===== config.mk =====
export PLATFORM = sky130hd
export DESIGN_NAME = fp16_deint_widen
export DESIGN_NICKNAME = d
export VERILOG_FILES = /design/src/rtl/fdw_pkg.sv /design/src/rtl/fdw_msb.sv /design/src/rtl/fdw_lane.sv /design/src/rtl/fp16_deint_widen.sv
export SDC_FILE = /design/constraint.sdc
export NUM_CORES = 1
export LEC_CHECK = 0
export ABC_AREA = 0
export BUFFER_PORTS_ARGS = -buffer_cell sky130_fd_sc_hd__clkbuf_2
export CORE_MARGIN = 3
export CORE_UTILIZATION = 53
export DETAILED_ROUTE_END_ITERATION = 10
export GPL_ROUTABILITY_DRIVEN = 0
export PLACE_DENSITY_LB_ADDON = 0.2
export SETUP_SLACK_MARGIN = 0.1
export SYNTH_ARGS = -nofsm -noshare
export SYNTH_HDL_FRONTEND = slang
export SYNTH_SLANG_ARGS = --single-unit
export TNS_END_PERCENT = 50

===== constraint.sdc =====
create_clock -name clk_i -period 1.3 [get_ports clk_i]
set_input_delay 0.26 -clock clk_i [delete_from_list [all_inputs] [get_ports clk_i]]
set_output_delay 0.26 -clock clk_i [all_outputs]
set_load 0.01 [all_outputs]

===== src/rtl/fdw_pkg.sv =====
package fdw_pkg;
  localparam logic [7:0]  EXP_REBIAS = 8'd112;
  localparam logic [7:0]  SUB_EXP_BASE = 8'd103;
  localparam logic [31:0] DEFAULT_NAN = 32'h7FC0_0000;

  typedef struct packed {
    logic [31:0] val;
    logic        snan;
  } lane_res_t;
endpackage


===== src/rtl/fdw_msb.sv =====
module fdw_msb #(
  parameter int W  = 10,
  localparam int PW = $clog2(W)
) (
  input  logic [W-1:0]  vec_i,
  output logic [PW-1:0] pos_o
);
  always_comb begin
    pos_o = '0;
    for (int i = 0; i < W; i++)
      if (vec_i[i]) pos_o = PW'(i);
  end
endmodule


===== src/rtl/fdw_lane.sv =====
module fdw_lane
  import fdw_pkg::*;
(
  input  logic [15:0] half_i,
  input  logic        dn_i,
  output lane_res_t   res_o
);
  logic       sgn;
  logic [4:0] ex;
  logic [9:0] fr;
  logic [3:0] lead;
  logic [23:0] norm;

  assign sgn = half_i[15];
  assign ex  = half_i[14:10];
  assign fr  = half_i[9:0];

  fdw_msb #(.W(10)) u_msb (.vec_i(fr), .pos_o(lead));

  // leading one of a subnormal lands on bit 23 and is dropped
  assign norm = {1'b0, fr, 13'b0} << (4'd10 - lead);

  always_comb begin
    res_o.snan = 1'b0;
    if (ex == 5'h1F) begin
      if (fr == '0) begin
        res_o.val = {sgn, 8'hFF, 23'h0};
      end else begin
        res_o.snan = ~fr[9];
        res_o.val  = dn_i ? DEFAULT_NAN : {sgn, 8'hFF, 1'b1, fr[8:0], 13'h0};
      end
    end else if (ex == 5'h00) begin
      if (fr == '0) res_o.val = {sgn, 31'h0};
      else          res_o.val = {sgn, {4'b0, lead} + SUB_EXP_BASE, norm[22:0]};
    end else begin
      res_o.val = {sgn, {3'b0, ex} + EXP_REBIAS, fr, 13'h0};
    end
  end
endmodule


===== src/rtl/fp16_deint_widen.sv =====
module fp16_deint_widen
  import fdw_pkg::*;
#(
  parameter int VL = 128
) (
  input  logic          clk_i,
  input  logic          rst_ni,
  input  logic          valid_i,
  input  logic [VL-1:0] src_i,
  input  logic          dn_mode_i,
  output logic          valid_o,
  output logic [VL-1:0] dst0_o,
  output logic [VL-1:0] dst1_o,
  output logic          invalid_o
);
  localparam int NPAIR = VL / 32;

  if (VL % 128 != 0) begin : g_bad_vl
    $error("fp16_deint_widen: VL must be a multiple of 128");
  end

  logic [VL-1:0]      nxt0, nxt1;
  logic [NPAIR-1:0]   snan_e, snan_o;

  for (genvar p = 0; p < NPAIR; p++) begin : g_pair
    lane_res_t r_even, r_odd;
    fdw_lane u_even (.half_i(src_i[32*p +: 16]),      .dn_i(dn_mode_i), .res_o(r_even));
    fdw_lane u_odd  (.half_i(src_i[32*p + 16 +: 16]), .dn_i(dn_mode_i), .res_o(r_odd));
    assign nxt0[32*p +: 32] = r_even.val;
    assign nxt1[32*p +: 32] = r_odd.val;
    assign snan_e[p] = r_even.snan;
    assign snan_o[p] = r_odd.snan;
  end

  always_ff @(posedge clk_i or negedge rst_ni) begin
    if (!rst_ni) begin
      valid_o   <= 1'b0;
      dst0_o    <= '0;
      dst1_o    <= '0;
      invalid_o <= 1'b0;
    end else begin
      valid_o <= valid_i;
      if (valid_i) begin
        dst0_o    <= nxt0;
        dst1_o    <= nxt1;
        invalid_o <= |{snan_e, snan_o};
      end
    end
  end
endmodule


==> results.cfg, run 1 <==
[status]
status = aborted with a tool error
stop_stage = global routing
error_line = [ERROR DPL-0038] Utilization greater than 100%, impossible to legalize

[synth]
syn-cell-area_mm2 = 0.01203
synth.top_cell.area_share_pct = 30.38
synth_cells = 1547
yosys_warnings = 0
synth-edff-count = 0
synth.most_common_cell = nor2_1
synth_cell_types = 80
synthArstFlopShare_pct = 100.0
postSynthAreaPerCell_um2 = 7.773
seq_area_frac_synth_pct = 30.38
synth_largest_area_cell = dfrtp_1
ys_ff_latch = 146
synthTopCellsByArea = dfrtp_1 (30%), buf_4 (7.0%), a21oi_1 (6.5%), nor2_1 (5.9%), mux2i_1 (3.5%)
synthTopCellsByCount = nor2_1 (190), a21oi_1 (157), dfrtp_1 (146)
synth_ff_type = dfrtp_1

[timing]
worst_endpoint_kind = sequential cell input
postGrtWorstEndpoint = dst0_o[84]$_DFFE_PN0P_/D

[clocking]
cts.path.max_buffers = 2
cts-buffers-inserted = 17
root_buffer = clkbuf_16
ctsHtreeMaxLevel = 4
cts.sinks = 146

[floorplan]
fp-row-count = 54
die_height_um = 156.6
dieWidth_um = 156.6
start_util_pct = 54.60
pin_count = 390

[placed_design]
pre_cts_ws_ns = -1.031
hpwl_um = 37300
portBuffers = 285

[grt]
grt_max_degree = 45
-- stage by stage --
stage	util, %	std cells	instance area, um^2	setup TNS [ns]
floorplan	-	1650	13620	-73.69
global placement	78.74	2458	17340	-98.74
detailed placement	78.74	2458	17340	-104.73
CTS	93.87	2574	20670	-32.36
-- logic make-up after synthesis --
family	count (synthesis)	synth area share (%)
compound gates	515	28.35
buf+inv	269	12.09
simple gates	522	20.86
xor+xnor	21	1.686
flops	146	30.38
other cells	1	0.03118
mux	57	4.932
fa+ha+maj	16	1.665
-- repair_timing --
| action | CTS |
|---|---|
| gates resized for setup | 452 |
| hold endpoints to repair | 44 |
| pin swaps | 233 |
| setup buffers | 89 |
| hold buffers | 1 |
| setup endpoints to repair | 287 |
| cloned | 2 |
==> run 2, diff against run 1 <==
Settings changed: CORE_UTILIZATION 53 to 40, PLACE_DENSITY_LB_ADDON 0.2 to 0.15, SETUP_SLACK_MARGIN 0.1 to default.
==> run 2 against run 1 <==
Compared with the run above:
- the flow now finishes, with violations (negative setup slack)
- synthesized area unchanged
- synthesized cell count unchanged
==> results.cfg, run 2 <==
[synth]
synthArstFlopShare_pct = 100.0
synth_largest_area_cell = dfrtp_1
synth-edff-count = 0
postSynthAreaPerCell_um2 = 7.773
synth.most_common_cell = nor2_1
ys_ff_latch = 146
synth_cell_types = 80
synth_cells = 1547
seq_area_frac_synth_pct = 30.38
yosys_warnings = 0
synth.top_cell.area_share_pct = 30.38
synth_ff_type = dfrtp_1
synthTopCellsByArea = dfrtp_1 (30%), buf_4 (7.0%), a21oi_1 (6.5%), nor2_1 (5.9%), mux2i_1 (3.5%)
syn-cell-area_mm2 = 0.01203
synthTopCellsByCount = nor2_1 (190), a21oi_1 (157), dfrtp_1 (146)

[routing]
drt_iter0_markers = 1516
wl_met2_um = 26780
met3_length_um = 4520
viasPerCell = 5.783
dr.pass1.iters = 5
top_layer_used = met5
wire_per_inst_um = 20.15
route.vias.total = 15702
drc = 0
drt-total-wl_um = 54720
wl_met1_um = 20870
drtAntennaViolNets = 0

[power]
irDropWorstVdd_v = 0.0008215
cellPowerDensity_mw_per_mm2 = 815.4
leakage_nw = 9.819

[clocking]
cts-buffers-inserted = 17
cts.sinks = 146
cts_tree = yes
cts.path.max_buffers = 2
root_buffer = clkbuf_16
ctsHtreeMaxLevel = 4
clk_pin_slew_ns = 0.07
clk_latency_ns = 0.43

[timing]
final_hold_viol_count = 0
layout_setup_ws_ns = -0.6161
period_minus_slack_ns = 1.916
maxSlewHeadroom_pct = 65.22
drv_slew = 0
setup_viol = 130
rsz0062_at_grt = yes
tightestPinTransition_ns = 0.5201
max_clock_freq_mhz = 521.9
fin_skew_ns = 0
finalCritPeriodShare_pct = 147.4

[min_path]
min_path_cells = 3
min_to = dst0_o[95]
min-delay-start = src_i[79]
hp-class = input pin to flip-flop

[worst_setup_path]
cp_slowest_cell = or4_4
cp_cell_sequence = buf_12, or4_4, a2111oi_4, buf_4, nor3_4, a222oi_1, a21oi_1
arrival_ns = 2.22
path_class = input pin to flip-flop
rrSetupSlack_ns = 0.26
startpoint_type = input pin
r2r-start = dst0_o[22]
reg2regPathDepth = 4
cp-end-kind = flip-flop
cp_slowest_stage_delay_ns = 0.60
r2r_end = dst0_o[22]
critPathMaxFanout = 4
crit_family = compound AO/OA/AOI/OAI gates
required_ns = 1.60
crit_buf_inv = 2

[grt]
grt_pass1_wl_um = 78760
grt_remaining_overflow = 0
grt.total_usage_pct = 30.65
grt_pass1_vias = 14997
grt_max_degree = 62
antenna_found_initial = 8

[floorplan]
pin_count = 390
start_util_pct = 41.23
dieWidth_um = 179.4
die_height_um = 179.4
die_area_mm2 = 0.03218
fp-row-count = 62
coreArea_mm2 = 0.02917

[layout]
layout.cells.non_filler = 2715
syn2layout_area_growth_pct = 81.72
layout_common_cells = buf_4 (457), clkbuf_2 (236), nor2_1 (154)
layout_commonest_cell = buf_4
stdcell_area_mm2 = 0.02185
drive_gt1_share_pct = 55.67
fin_nets = 2461
reg_top3 = dst0_o x72, dst1_o x72

[status]
status = finished with violations
violations = negative setup slack

[job]
drv_cap = 0

[placed_design]
portBuffers = 285
place_inst = 2573
hpwl_um = 37200
postPlaceCellArea_mm2 = 0.01757
[run 2: cell counts after synthesis]
Identical to the previous run, type by type.
[run 2: through the flow]
stage | TNS, ns | hold WS [ns] | worst slack (ns) | power (mW) | utilization (%)
finish | -38.64 | 0.05849 | -0.6161 | 17.82 | 74.92
global route | -44.56 | 0.05920 | -0.6161 | 18.60 | 74.91
CTS | -32.65 | 0.05423 | -0.5069 | 16.95 | 69.78
detailed placement | -107.49 | 0.1424 | -1.317 | 11.01 | 60.23
global placement | -104.50 | 0.1389 | -1.295 | 10.94 | 60.23
floorplan | -73.69 | -0.03559 | -0.9843 | 8.602 | -
[run 2: final cells by class]
| type | count | area [um^2] |
|---|---|---|
| multi-input combinational | 1236 | 10200 |
| fill | 2023 | 7316 |
| timing repair buffer | 845 | 6615 |
| sequential | 146 | 3654 |
| tap | 384 | 480.5 |
| clock buffer | 17 | 425.4 |
| inverter | 67 | 309.0 |
| clock inverter | 15 | 155.1 |
| antenna | 5 | 12.51 |
[run 2: per-layer routing]
layer  global-route usage (%)  vias up
met3                    5.352      206
met2                    51.94      907
met5                        0        -
li1                         -     7025
met1                    38.92     7556
met4                    12.24        8
[run 2: timing repair]
action | in CTS | in global routing
hold buffers | 1 | 0
pin swaps | 150 | 157
gates resized for setup | 355 | 277
gates cloned | 1 | 0
setup endpoints to repair | 132 | 136
buffers inserted | 66 | 44
endpoints found under the hold margin | 138 | 0
[run 2: worst register-to-register path, stage by stage (launching register included)]
cell     delay (ns)
dfrtp_1        0.41
nor2_1         0.08
a31oi_1        0.21
o21ai_1        0.10
a21oi_1        0.15
[run 2: worst max path at each step]
| stage | start | to | slack, ns | cells past startpoint |
|---|---|---|---|---|
| 2_1_floorplan | src_i[102] | dst0_o[117] | -0.98 | 13 |
| 3_3_place_gp | src_i[53] | invalid_o | -1.29 | 8 |
| 3_5_place_dp | src_i[53] | invalid_o | -1.32 | 8 |
| 4_1_cts | src_i[53] | invalid_o | -0.51 | 8 |
| 5_1_grt | src_i[118] | dst1_o[116] | -0.62 | 7 |
| 6_report | src_i[118] | dst1_o[116] | -0.62 | 7 |
[run 2: where the power goes]
part	switching, mW	total, mW	leakage, nW	internal (mW)
clock network	2.40	4.98	0.284	2.58
registers	0.344	5.34	1.67	5.00
logic	3.94	7.50	7.86	3.56
total	6.68	17.8	9.82	11.1
[run 2: cell families (layout without fill, tap and decap cells)]
kind of cell	after synthesis	after routing	share of synthesized area (%)
flops	146	146	30.38
compound gates	515	515	28.35
xor+xnor	21	22	1.686
buf+inv	269	944	12.09
simple gates	522	522	20.86
other cells	1	109	0.03118
mux	57	57	4.932
fa+ha+maj	16	16	1.665
(Power assumes the default switching activity.)
